**src/rtl/cam_capture_pkg.sv**
```systemverilog
package cam_capture_pkg;
  typedef struct packed {
    logic frameStart;  // load base address
    logic wrPix;       // write the current pixel word
  } capStrobe_t;
endpackage

```
**src/rtl/cam_input_sync.sv**
```systemverilog
module cam_input_sync #(
  parameter int WIDTH = 1
) (
  input  logic             clk,
  input  logic             rst_n,
  input  logic [WIDTH-1:0] asyncIn,
  output logic [WIDTH-1:0] syncOut
);
  logic [WIDTH-1:0] stage1;
  always_ff @(posedge clk) begin
    if (!rst_n) begin
      stage1  <= '0;
      syncOut <= '0;
    end else begin
      stage1  <= asyncIn;
      syncOut <= stage1;
    end
  end
endmodule

```
**src/rtl/cam_capture_ctrl.sv**
```systemverilog
module cam_capture_ctrl
  import cam_capture_pkg::*;
#(
  parameter int LINE_PIX   = 320,
  parameter int FRAME_KEEP = 120
) (
  input  logic       clk,
  input  logic       rst_n,
  input  logic       pclkS,
  input  logic       hrefS,
  input  logic       vsyncS,
  output capStrobe_t strobe,
  output logic       frameDone,
  output logic       overrun
);
  localparam int PIX_CW  = $clog2(LINE_PIX + 1);
  localparam int LINE_CW = $clog2(FRAME_KEEP + 1);
  localparam logic [PIX_CW-1:0]  PIX_LIMIT  = PIX_CW'(LINE_PIX);
  localparam logic [LINE_CW-1:0] LINE_LAST  = LINE_CW'(FRAME_KEEP - 1);

  logic pclkPrev, hrefPrev, vsyncPrev;
  logic pclkRise, hrefFall, vsyncRise;
  logic keepLine, frameOpen;
  logic [PIX_CW-1:0]  pixCnt;
  logic [LINE_CW-1:0] lineCnt;

  always_ff @(posedge clk) begin
    if (!rst_n) begin
      pclkPrev  <= 1'b0;
      hrefPrev  <= 1'b0;
      vsyncPrev <= 1'b0;
    end else begin
      pclkPrev  <= pclkS;
      hrefPrev  <= hrefS;
      vsyncPrev <= vsyncS;
    end
  end

  assign pclkRise  = pclkS & ~pclkPrev;
  assign hrefFall  = ~hrefS & hrefPrev;
  assign vsyncRise = vsyncS & ~vsyncPrev;

  always_comb begin
    strobe.frameStart = vsyncRise;
    strobe.wrPix = ~vsyncRise & pclkRise & hrefS & keepLine & frameOpen
                   & (pixCnt < PIX_LIMIT);
  end

  always_ff @(posedge clk) begin
    if (!rst_n) begin
      keepLine  <= 1'b0;
      frameOpen <= 1'b0;
      pixCnt    <= '0;
      lineCnt   <= '0;
      frameDone <= 1'b0;
      overrun   <= 1'b0;
    end else begin
      frameDone <= 1'b0;
      if (vsyncRise) begin
        if (frameOpen) overrun <= 1'b1;
        keepLine  <= 1'b0;
        frameOpen <= 1'b1;
        pixCnt    <= '0;
        lineCnt   <= '0;
      end else if (hrefFall) begin
        pixCnt   <= '0;
        keepLine <= ~keepLine;
        if (frameOpen && keepLine) begin
          if (lineCnt == LINE_LAST) begin
            frameDone <= 1'b1;
            frameOpen <= 1'b0;
            lineCnt   <= '0;
          end else begin
            lineCnt <= lineCnt + 1'b1;
          end
        end
      end else if (strobe.wrPix) begin
        pixCnt <= pixCnt + 1'b1;
      end
    end
  end
endmodule

```
**src/rtl/cam_capture_dp.sv**
```systemverilog
module cam_capture_dp
  import cam_capture_pkg::*;
#(
  parameter int PIX_W  = 16,
  parameter int ADDR_W = 20
) (
  input  logic              clk,
  input  logic              rst_n,
  input  capStrobe_t        strobe,
  input  logic [ADDR_W-1:0] baseAddr,
  input  logic [PIX_W-1:0]  pixData,
  output logic              memWrEn,
  output logic [ADDR_W-1:0] memAddr,
  output logic [PIX_W-1:0]  memData
);
  logic [ADDR_W-1:0] addrNext;

  always_ff @(posedge clk) begin
    if (!rst_n) begin
      addrNext <= '0;
      memWrEn  <= 1'b0;
      memAddr  <= '0;
      memData  <= '0;
    end else begin
      memWrEn <= strobe.wrPix;
      if (strobe.frameStart) begin
        addrNext <= baseAddr;
      end else if (strobe.wrPix) begin
        memAddr  <= addrNext;
        memData  <= pixData;
        addrNext <= addrNext + 1'b1;
      end
    end
  end
endmodule

```
**src/rtl/cam_line_capture.sv**
```systemverilog
module cam_line_capture
  import cam_capture_pkg::*;
#(
  parameter int PIX_W      = 16,
  parameter int ADDR_W     = 20,
  parameter int LINE_PIX   = 320,
  parameter int FRAME_KEEP = 120
) (
  input  logic              clk,
  input  logic              rst_n,
  input  logic              camPclk,
  input  logic              camHref,
  input  logic              camVsync,
  input  logic [PIX_W-1:0]  camData,
  input  logic [ADDR_W-1:0] baseAddr,
  output logic              memWrEn,
  output logic [ADDR_W-1:0] memAddr,
  output logic [PIX_W-1:0]  memData,
  output logic              frameDone,
  output logic              overrun
);
  localparam int SYNC_W = PIX_W + 3;

  logic [SYNC_W-1:0] syncIn, syncOut;
  capStrobe_t strobe;

  assign syncIn = {camPclk, camHref, camVsync, camData};

  cam_input_sync #(.WIDTH(SYNC_W)) u_sync (
    .clk(clk), .rst_n(rst_n), .asyncIn(syncIn), .syncOut(syncOut)
  );

  cam_capture_ctrl #(.LINE_PIX(LINE_PIX), .FRAME_KEEP(FRAME_KEEP)) u_ctrl (
    .clk(clk), .rst_n(rst_n),
    .pclkS(syncOut[PIX_W+2]), .hrefS(syncOut[PIX_W+1]), .vsyncS(syncOut[PIX_W]),
    .strobe(strobe), .frameDone(frameDone), .overrun(overrun)
  );

  cam_capture_dp #(.PIX_W(PIX_W), .ADDR_W(ADDR_W)) u_dp (
    .clk(clk), .rst_n(rst_n), .strobe(strobe), .baseAddr(baseAddr),
    .pixData(syncOut[PIX_W-1:0]),
    .memWrEn(memWrEn), .memAddr(memAddr), .memData(memData)
  );
endmodule

```
**config.mk**
```make
export PLATFORM = sky130hd
export DESIGN_NAME = cam_line_capture
export DESIGN_NICKNAME = d
export VERILOG_FILES = /design/src/rtl/cam_capture_pkg.sv /design/src/rtl/cam_input_sync.sv /design/src/rtl/cam_capture_ctrl.sv /design/src/rtl/cam_capture_dp.sv /design/src/rtl/cam_line_capture.sv
export SDC_FILE = /design/constraint.sdc
export NUM_CORES = 1
export LEC_CHECK = 0
export ABC_AREA = 1
export ABC_CLOCK_PERIOD_IN_PS = 2800
export BUFFER_PORTS_ARGS = -buffer_cell sky130_fd_sc_hd__buf_4
export CAP_MARGIN = 10
export CORE_MARGIN = 2
export CORE_UTILIZATION = 60
export DETAILED_ROUTE_END_ITERATION = 8
export PLACE_DENSITY = 0.88
export SLEW_MARGIN = 5
export SYNTH_ARGS = -nofsm -noshare
export SYNTH_HDL_FRONTEND = slang
export SYNTH_SLANG_ARGS = --single-unit
export TNS_END_PERCENT = 20
```
**constraint.sdc**
```tcl
create_clock -name clk -period 2.8 [get_ports clk]
set_input_delay 0.42 -clock clk [delete_from_list [all_inputs] [get_ports clk]]
set_output_delay 0.42 -clock clk [all_outputs]
set_load 0.02 [all_outputs]
```
==> results.md <==
| Item | This run | Unit |
|---|---|---|
| Status | complete, no violations | - |
| Io pins | 80 | - |
| Width of the chip | 92.6 | microns |
| Clock tree from TritonCTS | yes | - |
| Proportion of synthesized flip-flops having asynchronous set or reset | 0 | % |
| Height of the die | 92.6 | microns |
| H-tree Lvls | 4 | - |
| DRC violation count after routing | 0 | - |
| Worst Setup Start Kind | flop | - |
| Via-per-instance ratio | 5.30 | - |
| Largest cells by area after synthesis | dfxtp_1 50%, nand2_1 15%, inv_1 7.5% | - |
| Final weighted congestion in routability-driven placement | 0.882 | - |
| Share of cells above drive strength 1 | 17.8 | % |
| Antenna viol nets, final | 0 | - |
| Worst skew pair latency | 0.52 | ns |
| Top flip-flop cell by instance count after synthesis | dfxtp_1 | - |
| Cell Count Post-Placement | 802 | - |
| Average cell area after synthesis | 7.33 | sq um |
| Worst Path Max Fanout | 47 | - |
| Peak ir drop on the vdd network | 0.494 | mV |
| Max transition margin | 52.6 | % |
| IO buf count | 79 | - |
| Initial core utilization | 61.3 | % |
| Maximum clock frequency | 0.502 | GHz |
| Post-CTS setup repair buffer count | 0 | - |
| Number of synthesized register bits | 118 | - |
| Critical path required time | 3.24 | ns |
| Number of buffers added by the clock tree synthesis step | 17 | - |
| Longest Clk Path Bufs | 2 | - |
| Hold bufs inserted after CTS | 0 | - |
| Worst-case setup margin in the final layout | 0.808 | ns |
| Total leakage power | 0.00271 | uW |
| Post-synth top area share | 50.1 | % |
| Share of the core filled with cells | 77.0 | % |
| Post-route clock period utilization | 71.1 | % |
| Die area | 8580 | sq um |
| Total Routed Length | 11800 | microns |
| Number of standard-cell rows in the floorplan | 32 | - |
| Root Buffer | clkbuf_8 | - |
| Global-route wire length before repair | 19200 | microns |
| Pre-CTS setup slack | 0.883 | ns |
| Unrepaired setup endpoints after global routing | no | - |
| Total Neg Setup Slack | 0 | ns |
| Area of the core region | 7690 | sq um |
| Number of flops mapped to enable cells by yosys | 0 | - |
| Post-synthesis instance area | 4710 | sq um |
| PwrDens | 666 | nW/um^2 |
| Resized Gates After CTS | 0 | - |
| Cell accounting for the most synthesized area | dfxtp_1 | - |
| Category of the worst setup path capture point | flop | - |
| Half-perimeter wire length of the detailed placement result | 7370 | microns |
| Sequential share of the synthesized area | 50.1 | % |
| Pin count of the biggest net entering global routing | 64 | - |
| Drt first-iter violations | 379 | - |
| Least-Margin Pin Slew | 0.711 | ns |
| Number of hold violations in the final report | 0 | - |
| Hold/Removal Path Class | in -> reg | - |
| Setup-violating endpoint count in the final report | 0 | - |
| Nets | 763 | - |
| Area delta synth->final | 25.5 | % |
| Final global-route overflow total | 0 | - |
| Count of synthesis-stage warnings from yosys | 0 | - |
| Arr. time, crit path | 2.44 | ns |
| Count of distinct cell types in the synthesized netlist | 32 | - |
| Total routing resource utilization after global routing | 28.4 | % |
| Number of violations of the max-capacitance limit | 0 | - |
| Total vias in the final route | 4422 | - |
| Crit path time final | 1.99 | ns |
| Clock-pin slew reported for the worst setup and hold paths after clock tree synthesis | 0.06 | ns |
| Count of inserted antenna diode cells | 0 | - |
| Post-DR wirelength/cell | 14.1 | microns |
| Num Clock Sinks | 118 | - |
| 1st-pass router iterations | 6 | - |
| Layout Cells excl Fill | 834 | - |
| Worst Skew | 0.00698 | ns |
| Setup Crit Path Kind | reg -> reg | - |
| Net count of the mapped netlist | 687 | - |
| Cell count after synthesis | 643 | - |
| Number of global-route vias before repair | 4120 | - |
| Slew Viols, Final | 0 | - |
| Initial antenna violation count | 0 | - |
==> flip-flops by register name, indices dropped and copies added, names as in the netlist, 7 cells and up <==
signal	cells
u_ctrl.lineCnt	7
u_ctrl.pixCnt	9
u_dp.addrNext	20
u_dp.memAddr	20
u_dp.memData	16
u_sync.stage1	19
u_sync.syncOut	19
==> placed cells by master, fill, tap and decap left out, drive strengths merged <==
cell	n
nand2	193
o21bai	1
bufinv	1
nand4	5
nand3b	2
a21oi	64
xor2	4
buf	84
a31oi	1
nor3b	2
clkinv	4
xnor2	1
inv	102
clkbuf	18
clkinvlp	3
a21boi	1
a211oi	2
nor2	43
nand3	24
o21ai	35
or2	1
nor3	17
o21a	3
dfxtp	118
ha	3
==> report_power, final <==
group          internal, uW  leakage, uW  total (uW)  switching, uW
clock                  1220     0.000273        2060            833
sequential             1720     0.000960        1740           20.5
combinational          64.2      0.00148         150           85.5
total                  3000      0.00271        3940            939
==> critical path, cell delays in order, from the launching register on <==
cell,delay [ns]
dfxtp_1,0.33
inv_1,0.07
nor2_4,0.23
nor3_4,0.08
nand2_2,0.08
buf_4,0.44
nand2_4,0.19
inv_2,0.24
nand2_1,0.09
a21oi_1,0.15
==> cell type report <==
cell class,instances,area [sq um]
Fill cell,512,1770
Clock inverter,14,141
Sequential cell,118,2360
Tap cell,102,128
Timing Repair Buffer,84,643
Multi-Input combinational cell,402,1850
Inverter,96,360
Clock buffer,18,428
==> cell families after synthesis <==
logic type / synth area share [%]
AO/OA/AOI/OAI: 11.8
AND/OR/NAND/NOR: 25.8
buffers and inverters: 10.5
flip-flops: 50.1
adder cells (fa/ha/maj): 0.797
XOR/XNOR: 0.929
==> per-stage QoR <==
step / area [sq um] / hold slack (ns) / total power (uW)
after floorplan: 4710 / 0.390 / 1850
final: 5920 / 0.0777 / 3940
after CTS: 5920 / 0.0698 / 3950
after global routing: 5920 / 0.0807 / 4060
after detailed placement: 5350 / 0.402 / 1920
after global placement: 5350 / 0.392 / 1910
==> cells in the mapped netlist (5+ instances only) <==
master / count
dfxtp_1: 118
clkbuf_1: 13
o21ai_0: 30
nor3_1: 16
nor2_1: 37
inv_1: 94
nand3_1: 24
nand2_1: 190
nand4_1: 5
buf_2: 10
o21ai_1: 5
a21oi_1: 64
==> worst paths after layout <==
path / start / endpoint / slack [ns] / depth (start not counted)
worst min-delay path: camData[6] / u_sync.stage1[6] / 0.08 / 3
worst max-delay path: u_sync.syncOut[16] / u_dp.addrNext[14] / 0.81 / 9
worst min register to register: u_sync.stage1[5] / u_sync.syncOut[5] / 0.41 / 2
worst max register to register: u_sync.syncOut[16] / u_dp.addrNext[14] / 0.81 / 9
==> layer usage <==
metal,track usage (%),vias up,wire length [microns]
met1,34.5,1999,4630
met2,48.0,230,5890
met3,7.32,40,982
met4,12.1,0,280
li1,-,2153,-
met5,0,-,0
No activity file was read; power rests on OpenSTA's default activity.
